**src/rtl/sram_ctrl_pkg.sv**
```systemverilog
package sram_ctrl_pkg;

    typedef enum logic [1:0] {
        ST_IDLE,
        ST_SETUP,
        ST_STROBE,
        ST_RECOVER
    } sram_state_e;

    function automatic int ceil_cyc(input int ns, input int per);
        return (ns + per - 1) / per;
    endfunction

    function automatic int imax(input int a, input int b);
        return (a > b) ? a : b;
    endfunction

    // Setup is a single cycle: address valid, bus released or write data driven
    function automatic int setup_cycles();
        return 1;
    endfunction

    function automatic int wr_strobe_cycles(input int grade, input int per);
        int pulse_ns, sel_end_ns, adr_end_ns, ovl_ns;
        pulse_ns   = (grade != 0) ? 50 : 40;
        sel_end_ns = (grade != 0) ? 60 : 45;
        adr_end_ns = (grade != 0) ? 60 : 45;
        ovl_ns     = (grade != 0) ? 30 : 25;
        return imax(1, ceil_cyc(imax(imax(pulse_ns, sel_end_ns), imax(adr_end_ns, ovl_ns)), per));
    endfunction

    function automatic int rd_strobe_cycles(input int grade, input int per);
        int acc_ns, oe_ns;
        acc_ns = (grade != 0) ? 70 : 55;
        oe_ns  = (grade != 0) ? 35 : 25;
        return imax(1, ceil_cyc(imax(acc_ns, oe_ns), per));
    endfunction

    function automatic int wr_recover_cycles(input int grade, input int per);
        int cyc_ns;
        cyc_ns = (grade != 0) ? 70 : 55;
        return imax(1, ceil_cyc(cyc_ns, per) - setup_cycles() - wr_strobe_cycles(grade, per));
    endfunction

    function automatic int rd_recover_cycles(input int grade, input int per);
        int cyc_ns, float_ns;
        cyc_ns   = (grade != 0) ? 70 : 55;
        float_ns = (grade != 0) ? 25 : 20;
        return imax(imax(1, ceil_cyc(float_ns, per)),
                    ceil_cyc(cyc_ns, per) - setup_cycles() - rd_strobe_cycles(grade, per));
    endfunction

endpackage

```
**src/rtl/sram_phase_timer.sv**
```systemverilog
module sram_phase_timer #(
    parameter int CNT_W = 5
) (
    input  logic             clk,
    input  logic             rst_n,
    input  logic             load,
    input  logic [CNT_W-1:0] load_val,
    output logic             last
);
    logic [CNT_W-1:0] cnt_q;

    always_ff @(posedge clk) begin
        if (!rst_n) begin
            cnt_q <= '0;
        end else if (load) begin
            cnt_q <= load_val;
        end else if (cnt_q != '0) begin
            cnt_q <= cnt_q - 1'b1;
        end
    end

    assign last = (cnt_q == '0);
endmodule

```
**src/rtl/sram_bus_regs.sv**
```systemverilog
module sram_bus_regs #(
    parameter int ADDR_W = 16,
    parameter int DATA_W = 8
) (
    input  logic              clk,
    input  logic              rst_n,
    input  logic              accept,
    input  logic              capture,
    input  logic              in_wr,
    input  logic [ADDR_W-1:0] in_addr,
    input  logic [DATA_W-1:0] in_wdata,
    input  logic [DATA_W-1:0] dq_in,
    output logic              wr_q,
    output logic [ADDR_W-1:0] addr_q,
    output logic [DATA_W-1:0] wdata_q,
    output logic [DATA_W-1:0] rdata_q
);
    always_ff @(posedge clk) begin
        if (!rst_n) begin
            wr_q    <= 1'b0;
            addr_q  <= '0;
            wdata_q <= '0;
        end else if (accept) begin
            wr_q    <= in_wr;
            addr_q  <= in_addr;
            wdata_q <= in_wdata;
        end
    end

    always_ff @(posedge clk) begin
        if (!rst_n) begin
            rdata_q <= '0;
        end else if (capture) begin
            rdata_q <= dq_in;
        end
    end
endmodule

```
**src/rtl/sram_ctrl.sv**
```systemverilog
module sram_ctrl
    import sram_ctrl_pkg::*;
#(
    parameter int CLK_PERIOD_NS = 4,
    parameter int SPEED_GRADE   = 0,
    parameter int ADDR_W        = 16,
    parameter int DATA_W        = 8
) (
    input  logic              clk,
    input  logic              rst_n,
    input  logic              req,
    input  logic              req_wr,
    input  logic [ADDR_W-1:0] req_addr,
    input  logic [DATA_W-1:0] req_wdata,
    output logic              ready,
    output logic [DATA_W-1:0] rdata,
    output logic [ADDR_W-1:0] sram_addr,
    output logic              sram_cs_n,
    output logic              sram_cs,
    output logic              sram_oe_n,
    output logic              sram_we_n,
    output logic [DATA_W-1:0] sram_dq_o,
    output logic              sram_dq_oe,
    input  logic [DATA_W-1:0] sram_dq_i
);
    localparam int SETUP_CYC = setup_cycles();
    localparam int WR_STB    = wr_strobe_cycles(SPEED_GRADE, CLK_PERIOD_NS);
    localparam int RD_STB    = rd_strobe_cycles(SPEED_GRADE, CLK_PERIOD_NS);
    localparam int WR_REC    = wr_recover_cycles(SPEED_GRADE, CLK_PERIOD_NS);
    localparam int RD_REC    = rd_recover_cycles(SPEED_GRADE, CLK_PERIOD_NS);
    localparam int CNT_MAX   = imax(imax(WR_STB, RD_STB), imax(WR_REC, RD_REC));
    localparam int CNT_W     = $clog2(CNT_MAX + 1);

    sram_state_e      state_q, state_d;
    logic             ld;
    logic [CNT_W-1:0] ld_val;
    logic             last;
    logic             wr_q;
    logic             accept;
    logic             capture;
    logic             ready_q;

    assign accept  = (state_q == ST_IDLE) && req;
    assign capture = (state_q == ST_STROBE) && last && !wr_q;

    sram_phase_timer #(.CNT_W(CNT_W)) u_timer (
        .clk      (clk),
        .rst_n    (rst_n),
        .load     (ld),
        .load_val (ld_val),
        .last     (last)
    );

    sram_bus_regs #(.ADDR_W(ADDR_W), .DATA_W(DATA_W)) u_regs (
        .clk      (clk),
        .rst_n    (rst_n),
        .accept   (accept),
        .capture  (capture),
        .in_wr    (req_wr),
        .in_addr  (req_addr),
        .in_wdata (req_wdata),
        .dq_in    (sram_dq_i),
        .wr_q     (wr_q),
        .addr_q   (sram_addr),
        .wdata_q  (sram_dq_o),
        .rdata_q  (rdata)
    );

    // Transition logic: accept, fire, release, finish
    always_comb begin
        state_d = state_q;
        ld      = 1'b0;
        ld_val  = '0;
        unique case (state_q)
            ST_IDLE: begin
                if (req) begin
                    state_d = ST_SETUP;
                    ld      = 1'b1;
                    ld_val  = CNT_W'(SETUP_CYC - 1);
                end
            end
            ST_SETUP: begin
                if (last) begin
                    state_d = ST_STROBE;
                    ld      = 1'b1;
                    ld_val  = wr_q ? CNT_W'(WR_STB - 1) : CNT_W'(RD_STB - 1);
                end
            end
            ST_STROBE: begin
                if (last) begin
                    state_d = ST_RECOVER;
                    ld      = 1'b1;
                    ld_val  = wr_q ? CNT_W'(WR_REC - 1) : CNT_W'(RD_REC - 1);
                end
            end
            ST_RECOVER: begin
                if (last) begin
                    state_d = ST_IDLE;
                end
            end
            default: state_d = ST_IDLE;
        endcase
    end

    // State register
    always_ff @(posedge clk) begin
        if (!rst_n) begin
            state_q <= ST_IDLE;
            ready_q <= 1'b0;
        end else begin
            state_q <= state_d;
            ready_q <= (state_q == ST_RECOVER) && last;
        end
    end

    assign ready = ready_q;

    // Memory-side control decode
    always_comb begin
        sram_cs_n  = 1'b1;
        sram_cs    = 1'b0;
        sram_oe_n  = 1'b1;
        sram_we_n  = 1'b1;
        sram_dq_oe = 1'b0;
        unique case (state_q)
            ST_IDLE: begin
            end
            ST_SETUP: begin
                sram_cs_n  = 1'b0;
                sram_cs    = 1'b1;
                sram_dq_oe = wr_q;
            end
            ST_STROBE: begin
                sram_cs_n  = 1'b0;
                sram_cs    = 1'b1;
                sram_we_n  = !wr_q;
                sram_oe_n  = wr_q;
                sram_dq_oe = wr_q;
            end
            ST_RECOVER: begin
                sram_cs_n  = 1'b0;
                sram_cs    = 1'b1;
                sram_dq_oe = wr_q;
            end
            default: begin
            end
        endcase
    end
endmodule

```
**config.mk**
```make
export PLATFORM = sky130hd
export DESIGN_NAME = sram_ctrl
export DESIGN_NICKNAME = d
export VERILOG_FILES = /design/src/rtl/sram_ctrl_pkg.sv /design/src/rtl/sram_phase_timer.sv /design/src/rtl/sram_bus_regs.sv /design/src/rtl/sram_ctrl.sv
export SDC_FILE = /design/constraint.sdc
export NUM_CORES = 1
export LEC_CHECK = 0
export ABC_AREA = 1
export BUFFER_PORTS_ARGS = -buffer_cell sky130_fd_sc_hd__buf_2
export CORE_ASPECT_RATIO = 0.6
export CORE_MARGIN = 2
export CORE_UTILIZATION = 34
export CTS_BUF_LIST = sky130_fd_sc_hd__clkbuf_16
export DETAILED_ROUTE_END_ITERATION = 6
export PLACE_DENSITY_LB_ADDON = 0.25
export SYNTH_ARGS = -nofsm -noshare
export SYNTH_HDL_FRONTEND = slang
export SYNTH_SLANG_ARGS = --single-unit
```
**constraint.sdc**
```tcl
create_clock -name clk -period 1.4 [get_ports clk]
set_input_delay 0.35 -clock clk [delete_from_list [all_inputs] [get_ports clk]]
set_output_delay 0.35 -clock clk [all_outputs]
set_load 0.01 [all_outputs]
```
# ---- Word level (Yosys, flattened, before mapping)
# Cells that the tools add are included.
dict set report op_classes {
  addsub 1
  mul 0
  div_mod_pow 0
  n_lt_le_gt_ge 0
  eq_ne 7
  shift 0
  n_mux 20
  bitwise 0
  reduce_logical 12
}
# operator n
set ops {}
lappend ops {{$mux W4} 3}
lappend ops {{$mux W3} 3}
lappend ops {{$mux W2} 4}
lappend ops {{$ne A2 B2 Y1 const B} 4}
lappend ops {{$pmux W2 S4} 1}
lappend ops {{$pmux W4 S2} 1}
lappend ops {{$mux W1} 7}
lappend ops {{$eq A2 B2 Y1 const B} 2}
lappend ops {{$logic_and A1 B1 Y1} 4}
lappend ops {{$logic_not A4 Y1} 1}
lappend ops {{$reduce_and A4 Y1} 1}
lappend ops {{$reduce_bool A4 Y1} 1}
lappend ops {{$sub A4 B1 Y4 const B} 1}
lappend ops {{$reduce_or A3 Y1} 1}
lappend ops {{$eq A2 B1 Y1 const B} 1}
lappend ops {{$logic_not A2 Y1} 1}
lappend ops {{$pmux W1 S2} 1}
lappend ops {{$reduce_bool A2 Y1} 1}
lappend ops {{$reduce_or A2 Y1} 1}
lappend ops {{$logic_not A1 Y1} 1}
dict set report word_totals {
  regBits 40
  latchBits 0
  mem_bits_rw 0
  mem_bits_ro 0
  output_inout_bits 38
  word_cells 47
  n_memories 0
}

# ---- Depth between registers and ports, before layout
# Gate-level depths: netlist (run 1).
dict set report depth {
  word_depth 4
  mapped_depth 9
  ltp_nobuf 9
}

# ---- Modules after synthesis
# A second synthesis (run 1) with hierarchy kept.
dict set report hier_totals {
  hier_cells 298
  area_unflattened_um2 1956.9
}
# module instances cells_per_inst area_per_inst_um2 seq_area_each_um2
set by_module_without_submodules {}
lappend by_module_without_submodules {sram_bus_regs 1 210 1412.6 660.6}
lappend by_module_without_submodules {sram_ctrl 1 48 296.5 60.1}
lappend by_module_without_submodules {sram_phase_timer 1 40 247.7 80.1}

# ---- Worst setup path after synthesis (run 1)
# OpenSTA, ideal clock, no wires.
dict set report synth_timing {
  path_kind {register to register}
  startpoint {register state_q[0]}
  endpoint {register u_regs.rdata_q[2]}
  setup_ns 0.116
  t_arrival_ns 1.185
  t_required_ns 1.284
  setup_slack_ns 0.100
  stages_incl_launch_ff 8
  n_path_buf 0
  synth_period_minus_slack_ns 1.300
  path_cell_list {dfxtp_1 > inv_1 > ha_1 > nand2_1 > nor2_8 > inv_2 > nor2_1 > nor2_1}
}
dict set report synth_between {
  elab_chain_cells 3
}
# item line
set synth_lines {}
lappend synth_lines {{start: declaration} sram_ctrl.sv:34} ;# sram_state_e state_q, state_d;
lappend synth_lines {{start signal: assignment} sram_ctrl.sv:111} ;# state_q <= state_d;
lappend synth_lines {{$eq A2 B2 Y1} sram_ctrl.sv:44} ;# assign capture = (state_q == ST_STROBE) && last && !wr_q;
lappend synth_lines {{$logic_and A1 B1 Y1 (2 in series)} sram_ctrl.sv:44}
lappend synth_lines {{end signal: assignment} sram_bus_regs.sv:34} ;# rdata_q <= dq_in;
lappend synth_lines {{end: declaration} sram_bus_regs.sv:16} ;# output logic [DATA_W-1:0] rdata_q
# Every way passes these cells.
# A chain may end at the register's enable or synchronous reset.

# ---- Final worst setup path (run 1)
dict set report layout_timing {
  startpoint {register state_q[1]}
  endpoint {output sram_oe_n}
}
dict set report layout_between {
  elab_chain_cells 2
}
# item line
set layout_lines {}
lappend layout_lines {{$eq A2 B2 Y1} sram_ctrl.sv:125} ;# unique case (state_q)
lappend layout_lines {{$mux W1} sram_ctrl.sv:125}
lappend layout_lines {{end: declaration} sram_ctrl.sv:20} ;# output logic sram_oe_n,
# Every way passes these cells.

==> results of run 1 <==
==> layout make-up <==
cell class	count	area, um^2	area share [%]
Clock buffer	5	125	5.06
Clock inverter	3	46.3	1.87
Inverter	13	53.8	2.18
Multi-Input combinational cell	155	842	34.1
Sequential cell	40	803	32.5
Tap cell	63	78.8	3.19
Timing Repair Buffer	87	523	21.2
==> logic make-up after synthesis <==
group | count (synthesis) | synth area share (%)
compound gates | 39 | 11.8
xor+xnor | 1 | 0.530
fa+ha+maj | 6 | 4.54
buf+inv | 21 | 5.45
flops | 40 | 48.4
simple gates | 109 | 29.2
==> per-layer routing <==
metal,vias up,global-route usage [%]
met5,-,0
met4,0,5.80
met3,4,4.55
met2,45,23.6
met1,707,20.5
li1,859,-
==> power by group through the flow <==
stage | logic, W | clock network [W] | registers (W)
2_1_floorplan | 0.00122 | 0 | 0.00175
3_3_place_gp | 0.00202 | 0 | 0.00163
3_5_place_dp | 0.00201 | 0 | 0.00163
4_1_cts | 0.00216 | 0.00135 | 0.00163
5_1_grt | 0.00260 | 0.00140 | 0.00167
6_report | 0.00232 | 0.00130 | 0.00163
==> stage by stage <==
stage          cell area (um^2)  instances  hold slack, ps  util, %  TNS (ps)
2_1_floorplan              1650        216             485        -         0
3_3_place_gp               2140        352             459     46.2         0
3_5_place_dp               2140        352             468     46.2         0
4_1_cts                    2400        363             287     51.7     -38.4
5_1_grt                    2470        366             294     53.3      -290
6_report                   2470        366             282     53.3      -104
==> critical path: cells and delay by family (launching register included) <==
family | cells | cell delay, ps
DFF | 1 | 350
buffers and inverters | 2 | 230
adders and majority gates | 1 | 180
and+or+nand+nor | 1 | 60
==> cells in the final DEF, fill, tap and decap left out, types with 4 or more instances in the layout <==
cell type	instances
a21oi_1	4
buf_2	71
buf_4	8
buf_6	6
clkbuf_16	5
dfxtp_1	38
ha_4	4
inv_1	6
inv_2	5
nand2_1	15
nand2_2	4
nand2_4	5
nand3_1	5
nor2_1	73
o21ai_0	27
o21ai_1	6
==> flip-flops by register name (all words and copies together), names as in the netlist <==
register        cells
u_regs.addr_q      16
state_q             2
ready               1
u_regs.rdata_q      8
u_regs.wr_q         1
u_regs.wdata_q      8
u_timer.cnt_q       4
==> timing repair <==
action | CTS | global route
resized for setup | 17 | 16
endpoints found under the setup margin | 6 | 28
pin swaps | 5 | 4
buffers inserted | 3 | 3
==> worst min-delay path by stage <==
stage,start,cells past startpoint,slack (ps),end
2_1_floorplan,sram_dq_i[2],2,480,u_regs.rdata_q[2]$_SDFFE_PN0P_
6_report,sram_dq_i[4],3,280,u_regs.rdata_q[4]$_SDFFE_PN0P_
4_1_cts,sram_dq_i[2],3,290,u_regs.rdata_q[2]$_SDFFE_PN0P_
3_5_place_dp,u_regs.addr_q[9]$_SDFFE_PN0P_,2,470,u_regs.addr_q[9]$_SDFFE_PN0P_
5_1_grt,sram_dq_i[2],3,290,u_regs.rdata_q[2]$_SDFFE_PN0P_
3_3_place_gp,u_regs.addr_q[7]$_SDFFE_PN0P_,2,460,u_regs.addr_q[7]$_SDFFE_PN0P_
==> impl_results.md, run 1 <==
* R2R Path Start: state_q[0]$_SDFFE_PN0P_
* Cts bufs inserted at 5
* Initial antenna violation count at 0
* Initial Utilization at 35.7%
* CTS Sinks at 40
* Clk root buf: clkbuf_16
* Filler cell count at ~410
* Max Clock Skew at 5.51 ps
* Die W at 94.0 um
* Number of cells on the worst reg-to-reg path at 8
* CTS Hold Buffers Added at 0
* Worst R2R End: state_q[1]$_SDFFE_PN0P_
* Crit. Startpoint: state_q[1]$_SDFFE_PN0P_
* Crit Path Class: flip-flop to output pin
* YS warnings at 0
* Final Max Tran Viols at 0
* Primary FF master, synth: dfxtp_1
* Top cell type's share of synthesized area at 48.4%
* Total power draw at 0.00525 W
* Final Hold Fails at 0
* Critical Path RT at 1050 ps
* Residual DRC at 0
* FF-to-FF setup slack at 80 ps
* Layout Nets at 344
* Clk Latency, worst-skew pair at 280 ps
* Critical path arrival at 1090 ps
* Minimum clock period at 1440 ps
* Num rows at 19
* CTS tree: built
* Finish-stage setup viols at 3
* Met1 Wirelength at 1.96 mm
* Worst path slowest cell: dfxtp_2
* Largest net degree at the start of global routing at 40
* Outcome: complete, but fails checks
* Post-Syn Nets at 258
* MaxCap Viol Count at 0
* Die Span Y at 58.0 um
* First-pass GRT wire length at ~6.5 mm
* Switching share of power at 36.9%
* Initial DRC Count at 26
* Critical path startpoint category: flip-flop
* Std-Cell Core Area at 0.00464 mm^2
* Worst Hold Class: primary input to flip-flop
* Vias after detailed routing at between 1500 and 2000
* Vias per cell at 4.41
* Sequential power share at 31.0%
* Final HPWL DP at 2.78 mm
* Yosys reg bits at 40
* Synthesized area at 0.00165 mm^2
* H-tree Lvls at 2
* Post-synth top cells: nor2_1 (74), dfxtp_1 (40), o21ai_0 (29)
* Sw power at 0.00194 W
* Clock Path Buffers at 2
* Most common cell in the netlist: nor2_1
* Worst slack, placed at 1.88 ps
* Die ar. at about 0.0055 mm^2
* Area Overhead vs Synth at 49.6%
* Share of cells above drive strength 1 at 40.9%
* Failing checks: setup timing
* Final period utilization at 103%
* Final ANT Viol Nets at 0
* DRT Wirelength at 3.93 mm
* Initial DRT Pass Iterations at 4
* IO Count at 74
* Post-synth EDFFs at 0
* CP endpoint kind: output pin
* Register area share after synthesis at 48.4%
* Top routing layer used: met4
* Mapped Avg Cell Area at 7.65 um^2
* Clk pwr share at approximately a quarter
* Crit-path max cell delay at 350 ps
* Grt ovf at 0
* Comb power frac at between 40% and 50%
* Fmax at approximately 690 MHz
* GRT Total Usage at 15.3%
* FFs w/ async S/R, synth at 0%
* Worst-path clk slew at around 60 ps
* Cell-internal power at 0.00331 W
* Critical path fanouts, max at 4
* Met3 routed WL at 311 um
* Cells along the critical path: buf_6 -> ha_4 -> nand2_4 -> buf_6
* Library cells used by synthesis at 22
* Max-slew headroom at the worst pin at 87.9%
* WL/cell at 10.7 um
* RSZ-0062 raised after global routing: yes
* VDD IR-drop max at slightly below 0.8 mV
* Worst-margin pin slew at 179 ps
* Synth area leader: dfxtp_1
* End of the critical path: sram_oe_n
* Leakage at 1.23 nW
* Most used cell, CP: buf_6
* Met2 WL at 1.61 mm
* PD cells at roughly 2100 mW/mm^2
* Antenna fix cells at 0
* Synth top area cells: dfxtp_1 (48%), nor2_1 (17%), o21ai_0 (8.8%), ha_1 (4.5%), nand2_1 (3.9%)
* Port Buf Inserts at between 70 and 80
* Cells after Synth at between 200 and 250
* Vias in the first global route at 1500
* Placer Congestion at between 0.8 and 0.9
* Setup slack after layout at -40.9 ps
Note: power is estimated with default switching activity, not from simulation.
==> run 2, diff against run 1 <==
GPL_TIMING_DRIVEN = 0   (was default)
==> impl_results.md, run 2 (synthesis gave the netlist of run 1 again) <==
* CTS Hold Buffers Added at 0 (unchanged)
* Critical path buffers and inverters at 2 (unchanged)
* Fin util at 51.4% (-1.9 points)
* Initial Utilization at 35.7% (unchanged)
* Layout Nets at 342 (-0.58%)
* Dpl cell area at 0.00209 mm^2 (-2.3%)
* Number of cells on the worst reg-to-reg path at 9 (+1)
* Finish-stage setup viols at 2 (-1)
* Failing checks: setup timing
* Cts bufs inserted at 5 (unchanged)
* Post-route setup TNS at -17.7 ps (+85.9 ps)
* CTS Sinks at 40 (unchanged)
* Register area at 806 um^2 (+0.31%)
* Post-Place Cells at 351 (-0.28%)
* Biggest regs: u_regs.addr_q: 16 flops, u_regs.rdata_q: 8 flops, u_regs.wdata_q: 8 flops
* Worst R2R End: state_q[1]$_SDFFE_PN0P_
* Worst Hold Endpoint: u_regs.rdata_q[6]$_SDFFE_PN0P_
* PD cells at 2140 mW/mm^2 (+0.79%)
* Leakage at 1.19 nW (-3.5%)
* Max Clock Skew at 4.67 ps (-0.843 ps)
* First-pass GRT wire length at 6.58 mm (+0.95%)
* Final instance area at 0.00238 mm^2 (-3.5%)
* Crit Path Class: flip-flop to output pin
* Setup slack after layout at -11.6 ps (+29.3 ps)
* Num rows at 19 (unchanged)
* H-tree Lvls at 2 (unchanged)
* Vias per cell at 4.45 (+0.74%)
* Critical path startpoint category: flip-flop
* VDD IR-drop max at 0.709 mV (-8.5%)
* Critical Path RT at 1050 ps (about the same)
* Hold Startpoint: sram_dq_i[6]
* Minimum clock period at 1410 ps (-29.3 ps)
* WL/cell at 11.0 um (+2.8%)
* Die W at 94.0 um (unchanged)
* Initial antenna violation count at 0 (unchanged)
* Largest net degree at the start of global routing at 15 (-63%)
* Critical path arrival at 1060 ps (-30 ps)
* Initial DRC Count at 34 (+31%)
* Most frequent cells in the layout: buf_2 (74), nor2_1 (71), dfxtp_1 (38)
* Worst path slowest cell: dfxtp_4
* Worst-margin pin slew at 362 ps (+183 ps)
* FF-to-FF setup slack at 30 ps (-50 ps)
* Final period utilization at 101% (-2.1 points)
* Final Max Tran Viols at 0 (unchanged)
* Filler cell count at 465 (+12%)
* Hold Path Depth at 3 (unchanged)
* Clock Path Buffers at 2 (unchanged)
* Vias in the first global route at 1464 (-2.4%)
* Vias after detailed routing at 1618 (+0.19%)
* Fmax at 708 MHz (+2.1%)
* Placer Congestion at 0.751 (-8.0%)
* Delay-heaviest family, CP: flip-flops
* Critical path fanouts, max at 4 (unchanged)
* Antenna fix cells at 0 (unchanged)
* Clk root buf: clkbuf_16
* Initial DRT Pass Iterations at 4 (unchanged)
* Multi-input combinational cell area at 818 um^2 (-2.8%)
* Register with the most flip-flops: u_regs.addr_q
* Share of cells above drive strength 1 at 39.2% (-1.7 points)
* CTS tree: built
* IO Count at 74 (unchanged)
* Grt ovf at 0 (unchanged)
* Crit-path max cell delay at 380 ps (+30 ps)
* MaxCap Viol Count at 0 (unchanged)
* Cells along the critical path: inv_4 -> ha_4 -> nor2_2 -> buf_2
* Port Buf Inserts at 72 (-1.4%)
* RSZ-0062 raised after global routing: yes
* Residual DRC at 0 (unchanged)
* CP endpoint kind: output pin
* Final Non-Filler Cells at 364 (-0.55%)
* DRT Wirelength at 4.01 mm (+2.2%)
* Std-Cell Core Area at 0.00464 mm^2 (unchanged)
* Area Overhead vs Synth at 44.3%
* Clk Latency, worst-skew pair at 280 ps (about the same)
* Max FFs per register at 16 (unchanged)
* Final ANT Viol Nets at 0 (unchanged)
* Worst Hold Class: primary input to flip-flop
* Final HPWL DP at 2.99 mm (+7.5%)
* Max-slew headroom at the worst pin at 75.8% (-12 points)
* Commonest non-fill, non-tap cell in the layout: buf_2
* Final Hold Fails at 0 (unchanged)
* Worst-path clk slew at 60 ps (about the same)
* Total power draw at 0.00511 W (-2.8%)
* Die Span Y at 58.0 um (unchanged)
* GRT Total Usage at 15.7% (+0.41 points)
* Outcome: complete, but fails checks
* R2R Path Start: state_q[1]$_SDFFE_PN0P_
* Die ar. at 0.00545 mm^2 (unchanged)
-- run 2: through the flow --
| stage | setup WS [ps] | hold slack (ps) |
|---|---|---|
| after floorplan | 99.7 | 485 |
| after global placement | -46.3 | 459 |
| after detailed placement | -60.7 | 470 |
| after CTS | -42.3 | 289 |
| after global routing | -76.7 | 304 |
| final | -11.6 | 288 |
-- run 2: layout make-up --
cell class              instances  area share, %
multi-input cells             155           34.3
flip-flops and latches         40           33.8
repair buffers                 77           17.2
clock buffers                   5           5.25
well taps                      63           3.31
inverters                      13           2.36
clock inverters                 3           1.94
plain buffers                   8           1.84
-- run 2: power by group --
group	internal (W)	leakage, nW	switching [W]
Sequential	0.00146	0.330	0.000172
Clock	0.000846	0.0804	0.000464
Combinational	0.000896	0.777	0.00126
Total	0.00321	1.19	0.00190
-- run 2: tightest hold or removal path, cell delays in order --
cell    delay [ps]
buf_2           80
nor2_1          30
nor2_1          80
-- run 2: routing by layer --
metal | part of all wire (%) | up-vias | global-route usage [%] | routed length (um)
met5 | 0 | - | 0 | 0
met4 | 1.8 | 0 | 7.45 | 71
met3 | 7.4 | 7 | 5.20 | 295
met2 | 42 | 47 | 24.9 | 1670
met1 | 49 | 708 | 19.5 | 1980
li1 | - | 856 | - | -
-- run 2: repair_timing --
action                                  4_1_cts  5_1_grt
setup buffers                                 4        1
pin swaps                                     2        2
gates resized for setup                      14       20
endpoints found under the setup margin       33       39
-- run 2: worst max-delay path by stage --
stage | from | end | slack [ps] | cells after the start
after floorplan | state_q[0]$_SDFFE_PN0P_ | u_regs.rdata_q[2]$_SDFFE_PN0P_ | 100 | 7
after global placement | state_q[0]$_SDFFE_PN0P_ | u_regs.addr_q[7]$_SDFFE_PN0P_ | -50 | 6
after detailed placement | state_q[0]$_SDFFE_PN0P_ | u_regs.wdata_q[5]$_SDFFE_PN0P_ | -60 | 6
after CTS | state_q[1]$_SDFFE_PN0P_ | sram_dq_oe | -40 | 4
after global routing | state_q[1]$_SDFFE_PN0P_ | sram_dq_oe | -80 | 4
final | state_q[1]$_SDFFE_PN0P_ | sram_dq_oe | -10 | 4
